## config.mk

```make
export PLATFORM = sky130hd
export DESIGN_NAME = tlb_asid_sweep
export DESIGN_NICKNAME = d
export VERILOG_FILES = /design/src/rtl/tlb_asid_sweep.sv
export SDC_FILE = /design/constraint.sdc
export NUM_CORES = 1
export LEC_CHECK = 0
export BUFFER_PORTS_ARGS = -buffer_cell sky130_fd_sc_hd__clkbuf_2
export CAP_MARGIN = 20
export CORE_MARGIN = 3
export CORE_UTILIZATION = 34
export DETAILED_ROUTE_END_ITERATION = 12
export HOLD_SLACK_MARGIN = 0.1
export PLACE_DENSITY = 0.86
export SYNTH_ARGS = -nofsm -noshare
export SYNTH_HDL_FRONTEND = slang
export SYNTH_SLANG_ARGS = --single-unit
```

## constraint.sdc

```tcl
create_clock -name clk -period 3.4 [get_ports clk]
set_clock_uncertainty 0.2 [all_clocks]
set_input_delay 0.34 -clock clk [delete_from_list [all_inputs] [get_ports clk]]
set_output_delay 0.34 -clock clk [all_outputs]
set_load 0.02 [all_outputs]
```

## src/rtl/tlb_asid_sweep.sv

```systemverilog
module tlb_asid_sweep #(
  parameter int SIDES      = 2,
  parameter int WAYS       = 4,
  parameter int ROWS       = 16,
  parameter int ID_W       = 8,
  parameter int ASID_IN_W  = 32,
  parameter int PAGE_LSB   = 13,
  parameter int VALID_BIT  = 3,
  parameter int GLOBAL_BIT = 4
) (
  input  logic                              clk,
  input  logic                              rst_n,
  input  logic                              start_i,
  input  logic [ASID_IN_W-1:0]              asid_i,
  output logic                              rd_en_o,
  output logic [((SIDES>1)?$clog2(SIDES):1)-1:0] rd_side_o,
  output logic [((WAYS>1)?$clog2(WAYS):1)-1:0]   rd_way_o,
  output logic [((ROWS>1)?$clog2(ROWS):1)-1:0]   rd_row_o,
  input  logic [31:0]                       rd_lo_i,
  input  logic [31:0]                       rd_hi_i,
  output logic                              flush_vld_o,
  output logic [31:0]                       flush_addr_o,
  output logic                              busy_o,
  output logic                              done_o
);
  localparam int S_W     = (SIDES > 1) ? $clog2(SIDES) : 1;
  localparam int W_W     = (WAYS  > 1) ? $clog2(WAYS)  : 1;
  localparam int R_W     = (ROWS  > 1) ? $clog2(ROWS)  : 1;
  localparam int IDX_W   = S_W + W_W + R_W;
  localparam int ENTRIES = SIDES * WAYS * ROWS;
  localparam logic [IDX_W-1:0] LAST = IDX_W'(ENTRIES - 1);

  logic             act, pend, pend_last, busy_q, done_q;
  logic [IDX_W-1:0] cnt;
  logic [ID_W-1:0]  id_q;

  always_ff @(posedge clk or negedge rst_n) begin
    if (!rst_n) begin
      act       <= 1'b0;
      pend      <= 1'b0;
      pend_last <= 1'b0;
      busy_q    <= 1'b0;
      done_q    <= 1'b0;
      cnt       <= '0;
      id_q      <= '0;
    end else begin
      done_q    <= pend_last;
      pend      <= act;
      pend_last <= act && (cnt == LAST);
      if (start_i && !busy_q) begin
        busy_q <= 1'b1;
        act    <= 1'b1;
        cnt    <= '0;
        id_q   <= asid_i[ID_W-1:0];
      end else begin
        if (act) begin
          cnt <= cnt + 1'b1;
          if (cnt == LAST) act <= 1'b0;
        end
        if (pend_last) busy_q <= 1'b0;
      end
    end
  end

  assign rd_en_o   = act;
  assign rd_row_o  = cnt[R_W-1:0];
  assign rd_way_o  = cnt[R_W +: W_W];
  assign rd_side_o = cnt[R_W+W_W +: S_W];

  assign flush_vld_o  = pend && rd_lo_i[VALID_BIT] && !rd_lo_i[GLOBAL_BIT]
                        && (rd_hi_i[ID_W-1:0] == id_q);
  assign flush_addr_o = {rd_hi_i[31:PAGE_LSB], {PAGE_LSB{1'b0}}};
  assign busy_o       = busy_q;
  assign done_o       = done_q;
endmodule

```

### Word level (Yosys, flattened, before mapping)

Index checks and enable logic that the tools add are counted.

* $add $sub $neg: 1
* equal/unequal tests: 2
* multiplexer cells: 7
* reductions and logical operators: 9

Operator list (count)
* 7-bit two-way mux: 2
* 8-bit == test: 1
* 7-bit by 1-bit adder with 7-bit output, second input constant: 1
* 7-bit == test, second input constant: 1
* 1-bit logical AND: 5
* 1-bit two-way mux: 5
* 2-bit nonzero test: 2
* 1-bit zero test: 2

* register bits: 20
* output and inout bits: 43
* word-level logic and storage cells: 26

### Depth between registers and ports, before layout

* word-level depth: 4
* gate-level depth with buffers: 4
* depth with buffers taken out: 4

### Least setup slack after synthesis

Ideal clock, no wire load.

* path kind: reg2out
* start point: register id_q[0]
* end point: output flush_vld_o
* arrival: 1103 ps
* path slack: 1757 ps
* stages on the path, launching flop included: 4
* path through: dfrtp_1 > xnor2_1 > nand3_1 > nor3_1

* word-level cells in the longest chain between the ends: 2

RTL lines
* from (decl): line 35 `logic [ID_W-1:0] id_q;`
* from (signal assigned): line 54 `id_q <= asid_i[ID_W-1:0];`
* 8-bit == test: line 71 `&& (rd_hi_i[ID_W-1:0] == id_q);`
* 1-bit logical AND: line 71
* to (decl): line 21 `output logic flush_vld_o,`

No other way between the ends.

### Final worst setup path

* start point: input start_i
* end point: register id_q[3]

* word-level cells in the longest chain between the ends: 1

RTL lines
* from (decl): line 13 `input logic start_i,`
* 1-bit logical AND: line 50 `if (start_i && !busy_q) begin`

No other way between the ends.
A chain may end at the register's enable or synchronous reset.

==> run summary <==
RR Endpoint - id_q[3]
Syn_area_per_cell - 10.58 sq um
Largest net degree at the start of global routing - 21
Std-Cell Rows - 20
Vias in the first global route - 730
Cell taking the most area after synthesis - dfrtp_1
Worst slew pin tran - 684.7 ps
Placer Congestion - 0.6312
Tcrit/Tclk final - 0.6339
Io pins - 142
Dpl cells - 160
Worst Path Class, Setup - in -> reg
Fraction of layout instances using a drive strength above 1 - 0.3462
Flops & latches, synth - 20
DR pass1 iterations - 4
Layout overhead on the synthesized area - 13.92%
CP peak stage delay - 560 ps
CP max stage cell - nor2b_1
Post-CTS resize count - 0
Pre-CTS setup slack - 1452 ps
R2R Path Start - busy_o
R2R depth - 3
DRC viols - 0
Critical path startpoint - start_i
Clock Path Buffers - 2
Final min period - 2155 ps
Post-Route WL - 2.056 mm
Antenna Diode Count - 0
Number of post-CTS setup repair buffers - 0
RSZ-0062 raised after global routing - no
Max-slew violation count - 0
Post-Syn Area - 0.001132 sq mm
Hold Path Class - reg -> reg
Sw Ratio - 0.3715
Setup Viol. Count Final - 0
Die height - 63.71 microns
Post-Route M1 WL - 858 microns
Crit-path max FO - 9
Total length of routed met2 wires - 972 microns
Antenna violations before repair - 0
Max-cap violations - 0
Total track usage - 0.1083
Core ar. - 0.003103 sq mm
Worst Setup EP - id_q[3]
Die W - 63.71 microns
Vias per inst - 4.351
DR top layer - met4
Setup TNS Final - 0 ps
R2r setup slk - 1500 ps
Final worst setup slack - 1245 ps
CP Capture Type - flop
Fmax achieved - 464.0 MHz
DR vias - 757
Worst path arrival time - 2150 ps
Seq pwr share - 0.444
Internal Dissipation - 0.0006299 W
Headroom to the max-slew limit - 0.5426
First-pass GRT wire length - 3.470 mm
Crit path cell chain - dlygate4sd3_1, clkbuf_2, nor2b_1, buf_4, mux2_2
Grt ovf - 0
DRT antenna net count - 0
Num Clock Sinks - 20
NetSw - 0.0003724 W
Non-filler cells, final - 174
WL/cell - 11.82 microns
Worst EP required - 3400 ps
Syn Inst Count - 107
Fin util - 0.4157
Htree depth - 1
Met3 wire len - 221 microns
Sequential area share after synthesis - 0.4420
Unique masters post-synth - 21
CTS Buf Count - 3
Yosys Warn Count - 0
Clock share of power - 0.193
Port Buffer Count - 31
Die area - 0.004059 sq mm
Final hold vios - 0
CTS tree - done
Comb pwr share - 0.363
Crit start category - input pin
Final #Nets - 231
Top cell type's share of synthesized area - 0.4420
Leakage power - 0.6015 nW
Clk slew on worst S/H paths - 110 ps
CTS root buffer - clkbuf_4
Drt initial violations - 34
Starting Density - 0.3649
Synth area leaders - dfrtp_1, buf_4, mux2_2
Worst vdd ir - 466.6 uV
Pwr Density - 777.0 mW/mm^2
Skew-Pair Late Insertion Delay - 300 ps
Status - complete, no violations
## final cells by class
class	count	area (sq um)
Fill cell	309	1813
Sequential cell	20	500.5
Multi-Input combinational cell	64	419.2
Timing Repair Buffer	42	262.8
Tap cell	44	55.05
Clock inverter	1	30.03
Clock buffer	3	22.52
## critical path, delay by kind of cell
| kind | cells | cell delay (ps) |
|---|---|---|
| mux | 1 | 340 |
| buf+inv | 3 | 920 |
| simple gates | 1 | 560 |
## power groups by stage
stage               sequential [W]  clock (W)  combinational (W)
floorplan                 0.000479          0           0.000262
global placement          0.000444          0           0.000342
detailed placement        0.000449          0           0.000359
CTS                       0.000445   0.000200           0.000368
global route              0.000465   0.000209           0.000414
finish                    0.000445   0.000194           0.000364
## worst min-delay path by stage
stage / startpoint / endpoint / cells after the start
finish: pend_last / done_o / 0
global route: pend_last / done_o / 0
CTS: pend_last / done_o / 0
global placement: rst_n / id_q[0] / 1
floorplan: rst_n / busy_o / 0
detailed placement: rst_n / id_q[0] / 1
## repair_timing
| item | in CTS | in global routing |
|---|---|---|
| hold buffers | 10 | 0 |
| endpoints found under the hold margin | 29 | 0 |
| setup endpoints to repair | 0 | 0 |
## synthesized netlist by cell type (all sizes together)
library cell / n
a21oi: 3
buf: 35
conb: 1
dfrtp: 20
ha: 1
mux2: 8
mux2i: 1
nand2: 2
nand2b: 1
nand3: 5
nand4: 3
nand4b: 1
nor2: 7
nor2b: 1
nor3: 1
o21ai: 3
or3: 2
xnor2: 9
xor2: 3
## cells by family after synthesis
kind of cell / after synthesis / synth area share
muxes: 9 / 0.08840
adders and majority gates: 1 / 0.01105
other: 1 / 0.003312
and+or+nand+nor: 23 / 0.1083
AOI/OAI and AO/OA: 6 / 0.02651
buffers and inverters: 35 / 0.2276
xor gates and xnor gates: 12 / 0.09283
DFF: 20 / 0.4420
## stage by stage
step / hold slack (ps) / total power (W) / cell area, sq um
2_1_floorplan: -155.6 / 0.0007402 / 1177
3_3_place_gp: 120.6 / 0.0007859 / 1137
3_5_place_dp: 133.1 / 0.0008080 / 1137
4_1_cts: 190.3 / 0.001012 / 1290
5_1_grt: 203.6 / 0.001088 / 1290
6_report: 188.2 / 0.001002 / 1290
## sequential cells by signal, indices dropped and copies added, names as in the netlist
signal / cells
busy_o: 1
done_o: 1
cnt: 7
pend: 1
pend_last: 1
rd_en_o: 1
id_q: 8
## metal layers
metal | vias up | track usage
li1 | 354 | -
met1 | 353 | 0.1371
met2 | 48 | 0.1669
met3 | 2 | 0.05348
met4 | 0 | 0.02156
met5 | - | 0
## cells in the final DEF (no fill, tap or decap)
cell	instances
clkbuf_2	31
dfrtp_1	20
conb_1	13
dlygate4sd3_1	10
xnor2_1	9
mux2_2	8
nor2_1	7
nand3_1	5
o21ai_0	3
a21oi_1	3
xor2_1	3
clkbuf_4	3
nand4_1	2
nand2_1	2
or3_1	2
nand4b_1	1
nor3_1	1
nand4_2	1
nor2b_1	1
nand2b_1	1
mux2i_1	1
ha_1	1
bufinv_16	1
buf_4	1
(Power assumes the default switching activity.)
